<file path="src/rtl/cmdp_pkg.sv">
// Shared widths and types for the command stream parser.
// Assumes 32-bit command words with the opcode in the top nibble.
package cmdp_pkg;
    localparam int WORD_W  = 32;
    localparam int CLASS_W = 10;
    localparam int OFF_W   = 12;
    localparam int CNT_W   = 16;
    localparam int GCNT_W  = 14;
    localparam int MASK_W  = 16;
    localparam int IDX_W   = $clog2(MASK_W);

    typedef enum logic [3:0] {
        OP_SETCLASS = 4'd0,
        OP_INCR     = 4'd1,
        OP_NONINCR  = 4'd2,
        OP_MASK     = 4'd3,
        OP_IMM      = 4'd4,
        OP_RESTART  = 4'd5,
        OP_GATHER   = 4'd6
    } opcode_e;

    typedef enum logic [1:0] {
        ST_HDR   = 2'd0,
        ST_BURST = 2'd1,
        ST_MASK  = 2'd2,
        ST_GADDR = 2'd3
    } pstate_e;
endpackage

</file>
<file path="src/rtl/cmdp_hdr_decode.sv">
// Header field splitter: purely combinational. It pulls every field
// that any opcode uses out of one header word. The consumer picks the
// fields that matter for the opcode it sees.
module cmdp_hdr_decode
    import cmdp_pkg::*;
(
    input  logic [WORD_W-1:0]  hdr,
    output logic [3:0]         opcode,
    output logic               legal,
    output logic [OFF_W-1:0]   offset,
    output logic [CLASS_W-1:0] class_id,
    output logic [MASK_W-1:0]  cls_mask,
    output logic [MASK_W-1:0]  low16,
    output logic [WORD_W-1:0]  jmp_target,
    output logic [GCNT_W-1:0]  g_count,
    output logic               g_write,
    output logic               g_incr
);
    // field extraction from fixed bit positions
    always_comb begin
        opcode     = hdr[31:28];
        legal      = (hdr[31:28] <= 4'd6);
        offset     = hdr[27:16];
        class_id   = hdr[15:6];
        cls_mask   = {{(MASK_W-6){1'b0}}, hdr[5:0]};
        low16      = hdr[15:0];
        jmp_target = {hdr[27:0], 4'b0000};
        g_count    = hdr[GCNT_W-1:0];
        g_write    = hdr[15];
        g_incr     = hdr[14];
    end
endmodule

</file>
<file path="src/rtl/cmdp_mask_pick.sv">
// Lowest-set-bit picker for masked writes. It gives the index of the
// lowest set bit, the mask with that bit cleared, and whether that was
// the last set bit. Assumes the mask is non-zero when it is used.
module cmdp_mask_pick
    import cmdp_pkg::*;
(
    input  logic [MASK_W-1:0] mask,
    output logic [IDX_W-1:0]  idx,
    output logic [MASK_W-1:0] rest,
    output logic              last
);
    logic [MASK_W-1:0] onehot;

    // isolate the lowest set bit and clear it in the remainder
    always_comb begin
        onehot = mask & (~mask + 1'b1);
        rest   = mask & (mask - 1'b1);
        last   = (rest == '0);
    end

    // encode the one-hot bit into its index
    always_comb begin
        idx = '0;
        for (int i = 0; i < MASK_W; i++)
            if (onehot[i]) idx = IDX_W'(i);
    end
endmodule

</file>
<file path="src/rtl/cmdp_wr_slot.sv">
// One-entry output register for register writes. It loads when asked
// and holds its contents until the consumer takes them. Assumes load is
// only asserted when the slot is empty or being drained this cycle.
module cmdp_wr_slot
    import cmdp_pkg::*;
(
    input  logic               clk,
    input  logic               rst_n,
    input  logic               load,
    input  logic [CLASS_W-1:0] ld_class,
    input  logic [OFF_W-1:0]   ld_offset,
    input  logic [WORD_W-1:0]  ld_data,
    input  logic               ready,
    output logic               valid,
    output logic [CLASS_W-1:0] class_o,
    output logic [OFF_W-1:0]   offset_o,
    output logic [WORD_W-1:0]  data_o
);
    // valid flag: set on load, cleared once accepted
    always_ff @(posedge clk) begin
        if (!rst_n)        valid <= 1'b0;
        else if (load)     valid <= 1'b1;
        else if (ready)    valid <= 1'b0;
    end

    // payload registers: captured only on load
    always_ff @(posedge clk) begin
        if (!rst_n) begin
            class_o  <= '0;
            offset_o <= '0;
            data_o   <= '0;
        end else if (load) begin
            class_o  <= ld_class;
            offset_o <= ld_offset;
            data_o   <= ld_data;
        end
    end
endmodule

</file>
<file path="src/rtl/cmd_stream_parser.sv">
// Command stream parser top. It decodes header words, sequences payload
// words into register writes, and raises restart and gather requests.
// Assumes one word per handshake. The input stalls while the write slot
// is full and undrained, while a request is pending, or after an error.
module cmd_stream_parser
    import cmdp_pkg::*;
(
    input  logic               clk,
    input  logic               rst_n,
    input  logic               in_valid,
    input  logic [WORD_W-1:0]  in_data,
    output logic               in_ready,
    output logic               wr_valid,
    input  logic               wr_ready,
    output logic [CLASS_W-1:0] wr_class,
    output logic [OFF_W-1:0]   wr_offset,
    output logic [WORD_W-1:0]  wr_data,
    output logic [3:0]         wr_be,
    output logic               jmp_valid,
    input  logic               jmp_ready,
    output logic [WORD_W-1:0]  jmp_addr,
    output logic               gth_valid,
    input  logic               gth_ready,
    output logic [WORD_W-1:0]  gth_addr,
    output logic [GCNT_W-1:0]  gth_count,
    output logic               gth_is_write,
    output logic               gth_incr,
    output logic [OFF_W-1:0]   gth_offset,
    output logic               err
);
    pstate_e            state_q;
    logic [CLASS_W-1:0] class_q;
    logic [OFF_W-1:0]   off_q;
    logic [CNT_W-1:0]   cnt_q;
    logic               incr_q;
    logic [MASK_W-1:0]  mask_q;

    logic [3:0]         d_op;
    logic               d_legal;
    logic [OFF_W-1:0]   d_off;
    logic [CLASS_W-1:0] d_class;
    logic [MASK_W-1:0]  d_cmask;
    logic [MASK_W-1:0]  d_low16;
    logic [WORD_W-1:0]  d_jmp;
    logic [GCNT_W-1:0]  d_gcnt;
    logic               d_gwr;
    logic               d_ginc;

    logic [IDX_W-1:0]   m_idx;
    logic [MASK_W-1:0]  m_rest;
    logic               m_last;

    logic               accept;
    logic               ld;
    logic [OFF_W-1:0]   ld_off;
    logic [WORD_W-1:0]  ld_data;

    cmdp_hdr_decode u_dec (
        .hdr(in_data), .opcode(d_op), .legal(d_legal), .offset(d_off),
        .class_id(d_class), .cls_mask(d_cmask), .low16(d_low16),
        .jmp_target(d_jmp), .g_count(d_gcnt), .g_write(d_gwr), .g_incr(d_ginc)
    );

    cmdp_mask_pick u_pick (
        .mask(mask_q), .idx(m_idx), .rest(m_rest), .last(m_last)
    );

    cmdp_wr_slot u_slot (
        .clk(clk), .rst_n(rst_n), .load(ld), .ld_class(class_q),
        .ld_offset(ld_off), .ld_data(ld_data), .ready(wr_ready),
        .valid(wr_valid), .class_o(wr_class), .offset_o(wr_offset),
        .data_o(wr_data)
    );

    assign wr_be = 4'hF;

    // input handshake: blocked by a full slot, a pending request or an error
    always_comb begin
        in_ready = !err && (!wr_valid || wr_ready) && !jmp_valid && !gth_valid;
        accept   = in_valid && in_ready;
    end

    // selects the write, if any, produced by the accepted word
    always_comb begin
        ld      = 1'b0;
        ld_off  = off_q;
        ld_data = in_data;
        if (accept) begin
            unique case (state_q)
                ST_HDR: if (d_op == OP_IMM) begin
                    ld      = 1'b1;
                    ld_off  = d_off;
                    ld_data = {{(WORD_W-MASK_W){1'b0}}, d_low16};
                end
                ST_BURST: ld = 1'b1;
                ST_MASK: begin
                    ld     = 1'b1;
                    ld_off = off_q + OFF_W'(m_idx);
                end
                default: ld = 1'b0;
            endcase
        end
    end

    // parser sequencing: header decode and payload accounting
    always_ff @(posedge clk) begin
        if (!rst_n) begin
            state_q <= ST_HDR;
            class_q <= '0;
            off_q   <= '0;
            cnt_q   <= '0;
            incr_q  <= 1'b0;
            mask_q  <= '0;
            err     <= 1'b0;
        end else if (accept) begin
            unique case (state_q)
                ST_HDR: begin
                    off_q <= d_off;
                    if (!d_legal) err <= 1'b1;
                    unique case (d_op)
                        4'd0: begin
                            class_q <= d_class;
                            mask_q  <= d_cmask;
                            if (d_cmask != '0) state_q <= ST_MASK;
                        end
                        4'd1, 4'd2: begin
                            cnt_q  <= d_low16;
                            incr_q <= (d_op == OP_INCR);
                            if (d_low16 != '0) state_q <= ST_BURST;
                        end
                        4'd3: begin
                            mask_q <= d_low16;
                            if (d_low16 != '0) state_q <= ST_MASK;
                        end
                        4'd6:    state_q <= ST_GADDR;
                        default: state_q <= ST_HDR;
                    endcase
                end
                ST_BURST: begin
                    if (incr_q) off_q <= off_q + 1'b1;
                    cnt_q <= cnt_q - 1'b1;
                    if (cnt_q == CNT_W'(1)) state_q <= ST_HDR;
                end
                ST_MASK: begin
                    mask_q <= m_rest;
                    if (m_last) state_q <= ST_HDR;
                end
                ST_GADDR: state_q <= ST_HDR;
                default:  state_q <= ST_HDR;
            endcase
        end
    end

    // restart request: raised by its header, held until accepted
    always_ff @(posedge clk) begin
        if (!rst_n) begin
            jmp_valid <= 1'b0;
            jmp_addr  <= '0;
        end else if (accept && state_q == ST_HDR && d_op == OP_RESTART) begin
            jmp_valid <= 1'b1;
            jmp_addr  <= d_jmp;
        end else if (jmp_ready) begin
            jmp_valid <= 1'b0;
        end
    end

    // gather request: header fields latched, raised on the address word
    always_ff @(posedge clk) begin
        if (!rst_n) begin
            gth_valid    <= 1'b0;
            gth_addr     <= '0;
            gth_count    <= '0;
            gth_is_write <= 1'b0;
            gth_incr     <= 1'b0;
            gth_offset   <= '0;
        end else if (accept && state_q == ST_HDR && d_op == OP_GATHER) begin
            gth_count    <= d_gcnt;
            gth_is_write <= d_gwr;
            gth_incr     <= d_ginc;
            gth_offset   <= d_off;
        end else if (accept && state_q == ST_GADDR) begin
            gth_valid <= 1'b1;
            gth_addr  <= in_data;
        end else if (gth_ready) begin
            gth_valid <= 1'b0;
        end
    end
endmodule

</file>
<file path="config.mk">
export PLATFORM = sky130hd
export DESIGN_NAME = cmd_stream_parser
export DESIGN_NICKNAME = d
export VERILOG_FILES = /design/src/rtl/cmdp_pkg.sv /design/src/rtl/cmdp_hdr_decode.sv /design/src/rtl/cmdp_mask_pick.sv /design/src/rtl/cmdp_wr_slot.sv /design/src/rtl/cmd_stream_parser.sv
export SDC_FILE = /design/constraint.sdc
export NUM_CORES = 1
export LEC_CHECK = 0
export ABC_AREA = 1
export BUFFER_PORTS_ARGS = -buffer_cell sky130_fd_sc_hd__buf_2
export CORE_MARGIN = 3
export CORE_UTILIZATION = 55
export DETAILED_ROUTE_END_ITERATION = 8
export PLACE_DENSITY = 0.8
export SYNTH_ARGS = -nofsm -noshare
export SYNTH_HDL_FRONTEND = slang
export SYNTH_SLANG_ARGS = --single-unit
</file>
<file path="constraint.sdc">
create_clock -name clk -period 3.1 [get_ports clk]
set_input_delay 0.155 -clock clk [delete_from_list [all_inputs] [get_ports clk]]
set_output_delay 0.155 -clock clk [all_outputs]
set_load 0.05 [all_outputs]
</file>
==> impl_metrics.ini, run 1 <==
[cells_and_area]
final_common_cell = nand2_1
drive_gt1_share_pct = 17.8
most-common-layout-cells = 259 x nand2_1, 215 x a21oi_1, 203 x dfxtp_1, 184 x buf_2, 139 x o21ai_0
nFillCells = 1365
syn_to_final_growth_pct = 21.0
diodes = 0
nets = 1495
stdcell_count = 1675

[critical_path]
cp-end-kind = register
start_kind = register
critPathMostFrequentCell = nand2_1
critPathTopFamily = simple AND/OR/NAND/NOR gates
r2r_start = mask_q[0]
criticalPathCategory = reg2reg
critPathArrivalTime_ps = 3130
regToRegSetupSlack_ps = 360
cpMaxStageDelayCell = o31ai_1
max_stage_delay_ps = 550
required_ps = 3490
rr_endpoint = u_slot.offset_o[11]
crit_cells = 15
critPathCapture = u_slot.offset_o[11]
crit_path_cell_trace = nor2_4 -> nand2_1 -> nor2_4 -> nand2_1 -> o21ai_1 -> a311oi_2 -> nand2_1 -> ha_1 -> inv_1 -> o31ai_1 -> nand2_1 -> xor2_1 -> nor2_1 -> nor2_1 -> nor2_1
startpoint = mask_q[0]
r2r_cells = 15
cp_num_buf_inv = 1
worstPathMaxFanout = 7

[timing]
tightestPinTransition_ps = 1070
setup_ws_ps = 359
min_period_over_period_pct = 88.4
fin_worst_skew_ps = 9.20
rsz0062_at_grt = no
final_hold_viol_count = 0
period_needed_ps = 2740
fin_setup_tns_ps = 0
maxSlewViolCount = 0
setup_viol = 0
max_freq_ghz = 0.365
slew-limit-headroom_pct = 28.8

[floorplanning]
row_count = 46
die_w_um = 135
start_util_pct = 57.0
ioPinCount = 193
dieArea_um2 = 18300
core_um2 = 16100
fp.dieH_um = 135

[drt]
wl_per_cell_um = 17.8
drt_iter0_markers = 883
drc = 0
wirelength_mm = 29.8
num_vias = 9567
vias_per_cell = 5.71
dr.pass1.iters = 5
detail-route-antenna-nets = 0

[placed_design]
dp_hpwl_mm = 19.6
gp_congestion = 0.958
dpl.cell_count = 1616
dpl_worst_slack_ps = 229
port_buffers = 184

[power_and_ir_drop]
irDropWorstVdd_v = 0.000428
powerDensity_nw_per_um2 = 689
p_leak_nw = 4.96
power_w = 0.00765

[logic_synthesis]
syn_inst = 1281
ys_seq_area_share_pct = 44.3
avgSynthCellArea_um2 = 7.17
syn_area_um2 = 9180
yosys_warnings = 0
synth_cell_types = 39
ys_ff_latch = 203

[global_routing]
groute.usage.overall_pct = 30.8
grt_start_max_net_pins = 71
grt_pass1_vias = 8718
overflow = 0
antenna_found_initial = 0
grt_pass1_wl_mm = 45.5

[clock_tree]
cts.sinks = 203
clock_latency_ps = 500
cts_root_buf = clkbuf_16
clockBufferDepth = 3
cts_tree = yes
path_clk_slew_ps = 60
cts_max_level = 1
numCtsBuffers = 21

[worst_hold_path]
hp-class = in2reg

[status]
run_status = completed

[job]
cap_viol_max_count = 0
## cell families after synthesis
family | count (synthesis) | synth area share, %
other | 2 | 0.0818
XOR/XNOR | 8 | 0.763
AND/OR/NAND/NOR | 441 | 20.4
AO/OA/AOI/OAI | 422 | 23.9
adder cells (fa/ha/maj) | 13 | 1.85
flip-flops | 203 | 44.3
buffers and inverters | 192 | 8.75
## metal layers
metal	up-vias	global-route usage, %	share of wire [%]
li1	4600	-	-
met1	4333	38.8	40
met2	528	49.9	46
met3	106	6.95	9.3
met4	0	15.1	5.1
met5	-	0	0
## cell usage after synthesis
master | number | area share [%]
a2111oi_0 | 1 | 0.095
a21oi_1 | 215 | 12
a21oi_4 | 1 | 0.18
a311oi_1 | 2 | 0.19
a31oi_1 | 3 | 0.20
buf_1 | 2 | 0.082
buf_2 | 31 | 1.7
buf_4 | 11 | 0.90
clkbuf_1 | 41 | 1.7
clkbuf_2 | 1 | 0.054
clkinv_2 | 1 | 0.054
conb_1 | 2 | 0.082
dfxtp_1 | 203 | 44
fa_1 | 1 | 0.22
ha_1 | 12 | 1.6
inv_1 | 99 | 4.0
inv_2 | 6 | 0.25
nand2_1 | 260 | 11
nand2_2 | 2 | 0.14
nand2_4 | 1 | 0.12
nand3_1 | 65 | 3.5
nand3b_1 | 1 | 0.082
nand4_1 | 24 | 1.6
nor2_1 | 73 | 3.0
nor2_2 | 3 | 0.20
nor2_4 | 3 | 0.37
nor3_1 | 7 | 0.38
nor4_4 | 1 | 0.23
o211ai_1 | 2 | 0.16
o21a_1 | 5 | 0.41
o21ai_0 | 142 | 7.7
o21ai_1 | 31 | 1.7
o21ai_2 | 1 | 0.095
o21bai_1 | 1 | 0.082
o22ai_1 | 14 | 0.95
o31ai_1 | 2 | 0.16
o32ai_1 | 2 | 0.19
or2_2 | 1 | 0.068
xor2_1 | 8 | 0.76
## metrics by stage
step / utilization, % / area (um2) / hold WS (ps)
floorplan: - / 9200 / 298
global placement: 62.8 / 10100 / 414
detailed placement: 62.8 / 10100 / 432
CTS: 68.8 / 11100 / 1.90
global route: 68.9 / 11100 / 4.74
finish: 68.9 / 11100 / 10.7
## layout make-up
type                            instances  area (um2)  share of cell area [%]
Multi-Input combinational cell        892        4360                    39.3
Sequential cell                       203        4060                    36.6
Timing Repair Buffer                  220        1270                    11.4
Clock buffer                           28         582                    5.24
Inverter                              106         399                    3.59
Tap cell                              216         270                    2.43
Clock inverter                         10         164                    1.48
## where the power goes
group / leakage (nW) / internal (W) / switching (W)
registers: 1.65 / 0.00280 / 0.000149
clock network: 0.362 / 0.00166 / 0.00106
logic: 2.96 / 0.000515 / 0.00146
## state kept, by name, indices dropped and copies added, names as in the netlist, 2 cells and up
| register | cells |
|---|---|
| u_slot.offset_o | 12 |
| u_slot.class_o | 10 |
| gth_addr | 32 |
| mask_q | 16 |
| class_q | 10 |
| jmp_addr | 28 |
| gth_offset | 12 |
| off_q | 12 |
| state_q | 2 |
| u_slot.data_o | 32 |
| cnt_q | 16 |
| gth_count | 14 |
## worst register-to-register path, cell delays in order, from the launching register on
cell and delay (ps):
dfxtp_1 360, nor2_4 160, nand2_1 160, nor2_4 200, nand2_1 110, o21ai_1 200
a311oi_2 70, nand2_1 100, ha_1 160, inv_1 60, o31ai_1 550, nand2_1 130
xor2_1 160, nor2_1 50, nor2_1 110, nor2_1 50
## worst min path at each step
stage                           start  depth (start not counted)  slack (ps)             to
after floorplan           in_data[16]                          2         300  gth_offset[0]
after global placement      jmp_ready                          4         410      jmp_valid
after detailed placement    gth_ready                          4         430      gth_valid
after CTS                  in_data[8]                          3           2   jmp_addr[12]
after global routing       in_data[8]                          3           5   jmp_addr[12]
final                     in_data[22]                          3          10   jmp_addr[26]
## timing repair
action / CTS / global route
resized for setup: 0 / 9
hold buffers: 21 / 0
endpoints found under the setup margin: 0 / 5
setup buffers: 0 / 0
hold endpoints to repair: 35 / 0
Note: power is estimated with default switching activity, not from simulation.
==> run 2, diff against run 1 <==
- BUFFER_PORTS_ARGS: -buffer_cell sky130_fd_sc_hd__buf_2 -> -buffer_cell sky130_fd_sc_hd__buf_4
- CORE_MARGIN: 3 -> 4
- GPL_TIMING_DRIVEN: unset -> 0
==> run 2 against run 1 <==
Compared with the run above:
- clock power hardly changed
- non-clock buffer count is 87 higher
- cell count is 5.1% higher
- routed wire length is 16% higher
- die area is 3.0% higher
- maximum frequency is 4.9% lower
- largest power group unchanged
- final area is 8.2% higher
- combinational power is 12% higher
- critical path depth is 3 higher
- critical path type unchanged
- sequential power hardly changed
==> impl_metrics.ini, run 2 (synthesis gave the netlist of run 1 again) <==
[timing]
min_period_over_period_pct = 93.0
slew-limit-headroom_pct = 50.6
fin_worst_skew_ps = 13.3
whs_ps = 194
max_freq_ghz = 0.347
final_hold_viol_count = 0
tightestPinTransition_ps = 741
rsz0062_at_grt = yes
maxSlewViolCount = 0
setup_viol = 0
period_needed_ps = 2880

[clock_tree]
numCtsBuffers = 21
cts_root_buf = clkbuf_16
cts_max_level = 1
clockBufferDepth = 3
cts.sinks = 203
clock_latency_ps = 510
path_clk_slew_ps = 60
cts_tree = yes

[critical_path]
crit_path_cell_trace = nor2_4 -> nand2_2 -> nor2_2 -> nand2_1 -> nor2_2 -> a2111oi_1 -> nand4_1 -> ha_1 -> inv_1 -> fa_1 -> nand3b_1 -> nand2_2 -> nand3_2 -> o21ai_0 -> o211ai_1 -> nand3_1 -> nand2_1 -> inv_1
startpoint = mask_q[1]
criticalPathCategory = reg2reg
r2r_cells = 18
max_stage_delay_ps = 400
critPathTopFamily = simple AND/OR/NAND/NOR gates
required_ps = 3550
cp-end-kind = register
r2r_start = mask_q[1]
regToRegSetupSlack_ps = 220
rr_endpoint = u_slot.offset_o[8]
start_kind = register
cp_num_buf_inv = 2
critPathArrivalTime_ps = 3340
worstPathMaxFanout = 5
cpMaxStageDelayCell = fa_1

[cells_and_area]
syn_to_final_growth_pct = 30.9
nets = 1582
drive_gt1_share_pct = 19.3
reg_top3 = gth_addr (32), u_slot.data_o (32), jmp_addr (28)
diodes = 0
final_common_cell = nand2_1
final_area_um2 = 12000
most-common-layout-cells = 258 x nand2_1, 215 x a21oi_1, 198 x dfxtp_1, 197 x buf_4, 142 x o21ai_0

[drt]
dr.pass1.iters = 5
vias_per_cell = 5.86
detail-route-antenna-nets = 0
routed.top_layer = met4
wirelength_mm = 34.4
drt_iter0_markers = 945
wl_met1_mm = 13.4
num_vias = 10318
wl_per_cell_um = 19.5
drc = 0
wl_met2_mm = 15.1
wl_met3_mm = 3.93

[global_routing]
grt_start_max_net_pins = 15
grt_pass1_wl_mm = 51.7
overflow = 0
grt_pass1_vias = 9580
antenna_found_initial = 0
groute.usage.overall_pct = 35.2

[placed_design]
port_buffers = 184
gp_congestion = 0.951
place_area_um2 = 10900
dp_hpwl_mm = 24.6

[floorplanning]
ioPinCount = 193
row_count = 46
core_um2 = 16100
start_util_pct = 57.0
die_w_um = 137
fp.dieH_um = 137
dieArea_um2 = 18800

[power_and_ir_drop]
p_leak_nw = 5.23
powerDensity_nw_per_um2 = 659
power_w = 0.00792
irDropWorstVdd_v = 0.000394

[worst_hold_path]
min_to = incr_q
min_from = in_valid
hold_depth = 4
hp-class = in2reg

[job]
cap_viol_max_count = 0

[status]
run_status = completed
[run 2: cell count changes in the layout (fill, tap and decap cells not counted), sizes merged]
cell and delta:
clkbuf +44, bufinv -1, clkinv -3, dlygate4sd3 +14, clkinvlp +1, buf +31
[run 2: power breakdown]
part	leakage [nW]	internal [W]	switching [W]
sequential	1.65	0.00280	0.000155
clock	0.363	0.00166	0.00109
combinational	3.22	0.000654	0.00156
total	5.23	0.00512	0.00281
[run 2: per-stage QoR]
stage                     TNS [ps]  utilization [%]  setup slack (ps)  cells
after floorplan                  0                -               580   1287
after global placement           0             67.3              55.8   1687
after detailed placement         0             67.3              28.3   1687
after CTS                        0             74.2              5.18   1759
after global routing          -144             74.6             -71.0   1761
final                            0             74.6               217   1761
[run 2: worst min-delay path, stage by stage]
cell and delay, ps:
buf_4 120, nand2_4 160, o31ai_1 100, a21oi_1 130
[run 2: layout make-up]
cell class | instances | area [um2]
inverter | 106 | 399
multi-input combinational | 892 | 4380
tap | 216 | 270
fill | 1266 | 4100
clock inverter | 7 | 119
sequential | 203 | 4070
buffer | 86 | 404
timing repair buffer | 221 | 1750
clock buffer | 30 | 629
[run 2: what timing repair did]
item / CTS / global route
hold endpoints to repair: 67 / 0
endpoints found under the setup margin: 0 / 10
resized for setup: 0 / 16
hold buffers: 35 / 0
setup buffers: 0 / 2
[run 2: routing by layer]
metal,GRT usage [%],up-vias
met1,45.3,4742
met3,8.69,127
met4,18.6,0
met2,54.6,662
li1,-,4787
met5,0,-
[run 2: worst max path at each step]
stage                                     end  slack [ps]  cells past startpoint
after CTS                  u_slot.offset_o[8]           5                     18
after detailed placement  u_slot.offset_o[10]          30                     18
after floorplan            u_slot.offset_o[8]         580                     18
after global routing       u_slot.offset_o[8]         -70                     18
after global placement    u_slot.offset_o[10]          60                     18
final                      u_slot.offset_o[8]         220                     18
